==> src/rtl/dmd_pkg.sv <==
package dmd_pkg;
  localparam int unsigned DMD_SEL_W  = 2;
  localparam int unsigned DMD_A_W    = 6;
  localparam int unsigned DMD_B_W    = 13;
  localparam int unsigned DMD_BASE_L = 3;

  typedef enum logic [DMD_SEL_W-1:0] {
    PSEL_8_9   = 2'd0,
    PSEL_16_17 = 2'd1,
    PSEL_32_33 = 2'd2,
    PSEL_64_65 = 2'd3
  } psel_e;
endpackage

==> src/rtl/dmd_cfg_latch.sv <==
module dmd_cfg_latch #(
  parameter int unsigned SEL_W   = 2,
  parameter int unsigned A_W     = 6,
  parameter int unsigned B_W     = 13,
  parameter int unsigned DEF_SEL = 0,
  parameter int unsigned DEF_A   = 2,
  parameter int unsigned DEF_B   = 4
) (
  input  logic             clk_i,
  input  logic             rst_ni,
  input  logic             load_i,
  input  logic [SEL_W-1:0] sel_i,
  input  logic [A_W-1:0]   a_i,
  input  logic [B_W-1:0]   b_i,
  output logic [SEL_W-1:0] sel_o,
  output logic [A_W-1:0]   a_o,
  output logic [B_W-1:0]   b_o,
  output logic             bad_o
);
  logic [SEL_W-1:0] sel_q;
  logic [A_W-1:0]   a_q;
  logic [B_W-1:0]   b_q;

  always_ff @(posedge clk_i or negedge rst_ni) begin
    if (!rst_ni) begin
      sel_q <= SEL_W'(DEF_SEL);
      a_q   <= A_W'(DEF_A);
      b_q   <= B_W'(DEF_B);
    end else if (load_i) begin
      sel_q <= sel_i;
      a_q   <= a_i;
      b_q   <= b_i;
    end
  end

  // swallow count must fit inside the main count
  assign bad_o = ({{(B_W-A_W){1'b0}}, a_q} > b_q) || (b_q == '0);
  assign sel_o = sel_q;
  assign a_o   = a_q;
  assign b_o   = b_q;
endmodule

==> src/rtl/dmd_prescaler.sv <==
module dmd_prescaler #(
  parameter int unsigned SEL_W     = 2,
  parameter int unsigned BASE_LOG2 = 3,
  parameter int unsigned DEF_SEL   = 0,
  parameter bit          DEF_PLUS  = 1'b1,
  localparam int unsigned NSEL     = 1 << SEL_W,
  localparam int unsigned PC_W     = BASE_LOG2 + NSEL
) (
  input  logic             clk_i,
  input  logic             rst_ni,
  input  logic             run_i,
  input  logic             start_i,
  input  logic [SEL_W-1:0] start_sel_i,
  input  logic             start_plus_i,
  input  logic [SEL_W-1:0] cur_sel_i,
  input  logic             next_plus_i,
  output logic             tick_o
);
  localparam logic [PC_W-1:0] RST_PC =
    PC_W'((1 << (BASE_LOG2 + DEF_SEL)) - 1 + int'(DEF_PLUS));

  logic [PC_W-1:0] mod_m1 [NSEL];
  logic [PC_W-1:0] pc_q, pc_d;

  for (genvar g = 0; g < NSEL; g++) begin : g_mod
    assign mod_m1[g] = PC_W'((1 << (BASE_LOG2 + g)) - 1);
  end

  // count down from modulus-1 (+1 while swallowing); tick on zero
  always_comb begin
    pc_d = pc_q;
    if (start_i)
      pc_d = mod_m1[start_sel_i] + PC_W'(start_plus_i);
    else if (run_i)
      pc_d = (pc_q == '0) ? mod_m1[cur_sel_i] + PC_W'(next_plus_i)
                          : pc_q - PC_W'(1);
  end

  always_ff @(posedge clk_i or negedge rst_ni) begin
    if (!rst_ni) pc_q <= RST_PC;
    else         pc_q <= pc_d;
  end

  assign tick_o = run_i && (pc_q == '0);
endmodule

==> src/rtl/dmd_swallow_main.sv <==
module dmd_swallow_main #(
  parameter int unsigned A_W   = 6,
  parameter int unsigned B_W   = 13,
  parameter int unsigned DEF_A = 2,
  parameter int unsigned DEF_B = 4
) (
  input  logic           clk_i,
  input  logic           rst_ni,
  input  logic           start_i,
  input  logic [A_W-1:0] start_a_i,
  input  logic [B_W-1:0] start_b_i,
  input  logic           tick_i,
  output logic           next_plus_o,
  output logic           last_o
);
  logic [A_W-1:0] a_q;
  logic [B_W-1:0] b_q;

  always_ff @(posedge clk_i or negedge rst_ni) begin
    if (!rst_ni) begin
      a_q <= A_W'(DEF_A);
      b_q <= B_W'(DEF_B);
    end else if (start_i) begin
      a_q <= start_a_i;
      b_q <= start_b_i;
    end else if (tick_i) begin
      if (a_q != '0) a_q <= a_q - A_W'(1);
      b_q <= b_q - B_W'(1);
    end
  end

  // counts include the prescaler cycle in progress
  assign next_plus_o = a_q > A_W'(1);
  assign last_o      = b_q == B_W'(1);
endmodule

==> src/rtl/dual_mod_divider.sv <==
module dual_mod_divider #(
  parameter int unsigned SEL_W     = dmd_pkg::DMD_SEL_W,
  parameter int unsigned A_W       = dmd_pkg::DMD_A_W,
  parameter int unsigned B_W       = dmd_pkg::DMD_B_W,
  parameter int unsigned BASE_LOG2 = dmd_pkg::DMD_BASE_L,
  parameter int unsigned DEF_SEL   = 0,
  parameter int unsigned DEF_A     = 2,
  parameter int unsigned DEF_B     = 4
) (
  input  logic             clk_i,
  input  logic             rst_ni,
  input  logic             load_i,
  input  logic [SEL_W-1:0] psel_i,
  input  logic [A_W-1:0]   swal_i,
  input  logic [B_W-1:0]   main_i,
  output logic             div_o,
  output logic             cfg_err_o
);
  localparam bit DEF_PLUS = (DEF_A != 0);

  logic [SEL_W-1:0] pend_sel;
  logic [A_W-1:0]   pend_a;
  logic [B_W-1:0]   pend_b;
  logic             pend_bad;
  logic             tick, last, next_plus;
  logic             boundary, start;
  logic             run_q, div_q;
  logic [SEL_W-1:0] act_sel_q;

  dmd_cfg_latch #(
    .SEL_W(SEL_W), .A_W(A_W), .B_W(B_W),
    .DEF_SEL(DEF_SEL), .DEF_A(DEF_A), .DEF_B(DEF_B)
  ) u_cfg (
    .clk_i (clk_i),   .rst_ni(rst_ni),  .load_i(load_i),
    .sel_i (psel_i),  .a_i   (swal_i),  .b_i   (main_i),
    .sel_o (pend_sel), .a_o  (pend_a),  .b_o   (pend_b),
    .bad_o (pend_bad)
  );

  // a stalled engine retries every cycle
  assign boundary = run_q ? (tick && last) : 1'b1;
  assign start    = boundary && !pend_bad;

  dmd_prescaler #(
    .SEL_W(SEL_W), .BASE_LOG2(BASE_LOG2),
    .DEF_SEL(DEF_SEL), .DEF_PLUS(DEF_PLUS)
  ) u_pre (
    .clk_i       (clk_i),
    .rst_ni      (rst_ni),
    .run_i       (run_q),
    .start_i     (start),
    .start_sel_i (pend_sel),
    .start_plus_i(pend_a != '0),
    .cur_sel_i   (act_sel_q),
    .next_plus_i (next_plus),
    .tick_o      (tick)
  );

  dmd_swallow_main #(
    .A_W(A_W), .B_W(B_W), .DEF_A(DEF_A), .DEF_B(DEF_B)
  ) u_cnt (
    .clk_i      (clk_i),
    .rst_ni     (rst_ni),
    .start_i    (start),
    .start_a_i  (pend_a),
    .start_b_i  (pend_b),
    .tick_i     (tick),
    .next_plus_o(next_plus),
    .last_o     (last)
  );

  always_ff @(posedge clk_i or negedge rst_ni) begin
    if (!rst_ni) begin
      run_q     <= 1'b1;
      act_sel_q <= SEL_W'(DEF_SEL);
      div_q     <= 1'b0;
    end else begin
      if (boundary) run_q <= !pend_bad;
      if (start)    act_sel_q <= pend_sel;
      div_q <= tick && last;
    end
  end

  assign div_o     = div_q;
  assign cfg_err_o = pend_bad;
endmodule

==> config.mk <==
export PLATFORM = sky130hd
export DESIGN_NAME = dual_mod_divider
export DESIGN_NICKNAME = d
export VERILOG_FILES = /design/src/rtl/dmd_pkg.sv /design/src/rtl/dmd_cfg_latch.sv /design/src/rtl/dmd_prescaler.sv /design/src/rtl/dmd_swallow_main.sv /design/src/rtl/dual_mod_divider.sv
export SDC_FILE = /design/constraint.sdc
export NUM_CORES = 1
export LEC_CHECK = 0
export BUFFER_PORTS_ARGS = -buffer_cell sky130_fd_sc_hd__buf_2
export CAP_MARGIN = 15
export CORE_ASPECT_RATIO = 0.7
export CORE_MARGIN = 2
export CORE_UTILIZATION = 55
export CTS_CLUSTER_DIAMETER = 40
export DETAILED_ROUTE_END_ITERATION = 6
export PLACE_DENSITY = 0.75
export SYNTH_ARGS = -nofsm -noshare
export SYNTH_HDL_FRONTEND = slang
export SYNTH_SLANG_ARGS = --single-unit
==> constraint.sdc <==
create_clock -name clk_i -period 7.15 [get_ports clk_i]
set_input_delay 1.0725 -clock clk_i [delete_from_list [all_inputs] [get_ports clk_i]]
set_output_delay 1.0725 -clock clk_i [all_outputs]
set_load 0.005 [all_outputs]
After elaboration in Yosys (flattened, before gate mapping)
Cells that the tools add are included.

RAM bits: 0. Memories: 0. Bits in latches: 0. Memory bits (read-only): 0. Logic and storage cells: 49. Input port bits: 24. Output and inout port bits: 2. Register bits after elaboration: 51.

Add/sub/neg operators: 5. Shift operators: 0. Bitwise gates (word level): 2. Eq/ne operators: 1. Reductions and logical operators: 13. Div/mod/pow operators: 0. Multipliers: 0. Mux-type cells: 15. Magnitude comparators: 4.

Operators by type and width (count): 7-bit two-way mux (7); 7-bit binary-select mux with 2-bit select (2); 13-bit two-way mux (2); 6-bit two-way mux (3); 7-bit by 1-bit adder with 7-bit output (2); 13-bit by 1-bit equality test with 1-bit output, second input constant (1); 6-bit by 13-bit > comparator with 1-bit output (1); 13-bit logical NOT (1); 13-bit by 1-bit subtractor with 13-bit output, second input constant (1); 6-bit nonzero test (2); 7-bit logical NOT (1); 7-bit by 1-bit subtractor with 7-bit output, second input constant (1); 3-bit >= comparator, second input constant (2); 6-bit by 1-bit > comparator with 1-bit output, second input constant (1); 2-bit inverter with 3-bit output (2); 2-bit nonzero test (3); 6-bit by 1-bit subtractor with 6-bit output, second input constant (1); 1-bit logical AND (3); 2-bit AND reduction (1); 1-bit logical NOT (1); 1-bit logical OR (1); 1-bit two-way mux (1).

Longest topological paths before layout
Depth in word-level cells: 8. Mapped depth: 10. Mapped depth without buffers: 8.

Hierarchy
From an unflattened synthesis, not the netlist that was laid out.

Cells, all modules: 289. Area total of the unflattened synthesis: 2916.5 µm².

By module, submodules not included: dmd_swallow_main (sequential area each 478.0 µm², area each 1171.1 µm², cells an instance 124, instances 1); dmd_cfg_latch (sequential area each 528.0 µm², area each 965.9 µm², cells an instance 79, instances 1); dmd_prescaler (sequential area each 176.4 µm², area each 615.6 µm², cells an instance 72, instances 1); dual_mod_divider (sequential area each 101.3 µm², area each 163.9 µm², cells an instance 14, instances 1).

Worst setup path before layout
OpenSTA, ideal clock, no wires.

Path type: register to output. Start point: register u_cfg.b_q[2] (netlist: u_cfg.b_o[2]). End point: output port cfg_err_o. Required time: 6.077 ns. Arrival time: 1.536 ns. Path buffers: 0. Cell stages (with the launch flop): 7. Setup slack: 4.542 ns. Cell sequence: dfstp_2 > inv_1 > ha_1 > and4_1 > nor2b_1 > o311ai_1 > nand2_1.

Cells in the longest elaborated chain, start to end: 2. Elaborated cells between the ends (all ways): 3. Those cells by class: order compare: 1; reduce/logical: 2.

RTL lines: start, declared (RTL line dmd_cfg_latch.sv:22) `logic [B_W-1:0] b_q;`; start signal, assigned (RTL line dmd_cfg_latch.sv:28) `b_q <= B_W'(DEF_B);`; start signal, assigned (RTL line dmd_cfg_latch.sv:32) `b_q <= b_i;`; 6-bit by 13-bit > comparator with 1-bit output or 13-bit logical NOT (tied branches) (RTL line dmd_cfg_latch.sv:37) `assign bad_o = ({{(B_W-A_W){1'b0}}, a_q} > b_q) || (b_q == '0);`; 1-bit logical OR * (RTL line dmd_cfg_latch.sv:37); end, declared (RTL line dual_mod_divider.sv:17) `output logic cfg_err_o`.

Every way passes the cells marked *; elsewhere a longest branch is shown, timed or not.

Worst setup path after layout
Same ends and word-level chain as after synthesis.

==> flow_summary.ini <==
[yosys]
ys_warn_count = 0
yosys.area.top_type = dfrtp_1
synth_top_cell_area_share_pct = 38.9
async_flop_share_pct = 100
synth_edf_count = 0
syn_nets = 324
synth_area_mm2 = 0.00289
synth_area_leaders = dfrtp_1, mux2_2, ha_1
ys_seq_elements = 51
yosysSeqAreaShare_pct = 44.4
syn_inst = 285
synth_top_flop_cell = dfrtp_1
ys_types = 50
postSynthAreaPerCell_um2 = 10.2

[timing]
final-hold-violation-count = 0
drv_slew = 0
rsz0062_at_grt = false
clock_skew_ns = 0.00379
post-route-period-util_pct = 44.3
fin_crit_ns = 3.17
fin_tns_setup_ns = 0
max-slew-margin-rel_pct = 43.6
setup_viol = 0
fmax_mhz = 316
postLayoutSetupSlackWorst_ns = 3.98
tightest_slew_ns = 0.847

[route]
vias = 2119
wl_per_cell_um = 15.6
routed_wl_um = 5930
route.antenna.remaining_nets = 0
drtIter0Drc = 173
drc = 0
viasPerCell = 5.56
firstDrtPassIters = 4

[critical_path]
arrival_ns = 2.09
start_kind = flip-flop
crit_family = flip-flops
critPathRequiredTime_ns = 6.08
critPathMaxFanout = 3
r2r_cells = 9
end_kind = output port
slowest_delay_ns = 0.54
path_cells = inv_1, ha_1, and4_1, nor2b_1, o311ai_1, nand2_1, buf_2
slowest_stage = dfstp_2
critical_path_class = flip-flop to output port
rr_endpoint = u_pre.pc_q[0]$_DFFE_PN0P_
rrSetupSlack_ns = 4.22
crit_buf_inv = 2
timing.rr.start = u_cnt.b_q[1]$_DFFE_PN0P_

[place]
io_buffers = 25
gp_congestion = 0.832
pre_cts_slack_ns = 4.26
placedCellCount = 373
hpwl_um = 4380

[cts]
postCtsHoldBufs = 0
htreeDepth = 2
cts_tree = done
clockBufferDepth = 2
clock-sinks = 51
cts_resized = 0
root_buffer = clkbuf_8
cts-buffers-inserted = 5
clk_latency_ns = 0.30
cts_setup_buffers = 0
path_clk_slew_ns = 0.09

[floorplan]
core-area_mm2 = 0.00515
die-area_mm2 = 0.00586
die_w_um = 90.7
rows = 22
initial_utilization_pct = 56.2
ioPinCount = 26
chipHeight_um = 64.7

[run_status]
status = completed

[power]
p_per_area_mw_per_mm2 = 292
ir_drop_v = 0.000152
p_leak_nw = 1.34
p_total_mw = 0.922

[final_layout]
fillers = 420
ff_latch_area_mm2 = 0.00128
final_cell_mix = dfrtp_1, nand2_1, buf_2
final_core_util_pct = 61.4
fin_cells = 381
n_antenna_cell = 0
area_growth_pct = 9.30
multi_input_area_mm2 = 0.00150
final_nets = 347
drive_gt1_share_pct = 23.0
mostFrequentLayoutCell = dfrtp_1

[worst_hold_path]
hp-start = u_pre.pc_q[3]$_DFFE_PN1P_
hold_class = flip-flop to flip-flop
holdPathStages = 2
hold_end = u_pre.pc_q[3]$_DFFE_PN1P_

[global_route]
overflow = 0
antenna_found_initial = 0
grt_pass1_vias = 2048
track_usage_pct = 21.8
grt_max_degree = 52
grt_pass1_wl_um = 9980

[run]
drv_cap = 0
[how the worst max path moves through the flow]
stage	start	to	slack, ns	depth (start not counted)
floorplan	u_cfg.b_o[2]$_DFFE_PN1P_	cfg_err_o	4.54	6
global placement	u_cfg.b_o[2]$_DFFE_PN1P_	cfg_err_o	4.33	7
detailed placement	u_cnt.b_q[1]$_DFFE_PN0P_	u_pre.pc_q[0]$_DFFE_PN0P_	4.26	9
CTS	u_cfg.b_o[2]$_DFFE_PN1P_	cfg_err_o	3.99	7
global route	u_cfg.b_o[2]$_DFFE_PN1P_	cfg_err_o	3.85	7
finish	u_cfg.b_o[2]$_DFFE_PN1P_	cfg_err_o	3.98	7
[where the power goes]
group	switching, mW	internal, mW
registers	0.0840	0.363
logic	0.146	0.146
clock network	0.0953	0.0882
total	0.326	0.597
[metrics by stage]
step           hold WS [ns]  cell area [um2]
3_5_place_dp          0.503             3060
4_1_cts               0.518             3160
3_3_place_gp          0.483             3060
2_1_floorplan         0.459             2890
6_report              0.514             3160
5_1_grt               0.529             3160
[cell families (layout without fill, tap and decap cells)]
group           count (synthesis)  count (layout)  share of synthesized area, %
flops                          51              51                          44.4
simple gates                   95              95                          17.5
fa+ha+maj                      15              15                          6.49
mux                            23              23                          8.87
compound gates                 51              51                          10.9
buf+inv                        24              48                          3.94
xor+xnor                       26              26                          7.87
[state kept, by name, indices dropped and copies added, names as in the netlist]
signal and flops:
u_cfg.a_o 6, act_sel_q 2, u_cfg.b_o 13, u_cnt.b_q 13, u_pre.pc_q 7, run_q 1
div_o 1, u_cfg.sel_o 2, u_cnt.a_q 6
[worst register-to-register path: stages (launching register included)]
cell and delay (ns):
dfrtp_1 0.43, inv_1 0.12, ha_1 0.17, or3b_2 0.47
o41ai_2 0.25, o211ai_1 0.18, nor2_2 0.34, buf_4 0.42
nor2_1 0.11, a221o_1 0.34
[Yosys cell counts, types with 5 or more instances]
master	number
clkbuf_1	5
a21oi_1	12
xnor2_1	17
mux2_2	21
nor2_1	20
dfrtp_1	45
nor3_1	6
nand2_1	29
xor2_1	9
o21ai_0	20
inv_1	13
ha_1	15
nor4_1	8
dfstp_2	6
[per-layer routing]
metal  GRT usage, %  share of wire, %  vias to the layer above
met5              0                 0                        -
met4           5.19               1.0                        0
met3           3.95               4.4                        7
met2           31.9                42                       42
met1           33.6                53                     1018
li1               -                 -                     1052
[area by class of cell]
cell class / instances / share of cell area (%)
Timing Repair Buffer: 27 / 4.43
Sequential cell: 51 / 40.6
Clock buffer: 7 / 3.05
Inverter: 13 / 1.54
Tap cell: 72 / 2.85
Clock inverter: 1 / 0.237
Multi-Input combinational cell: 210 / 47.3
Power figures use the tool's default switching activity.
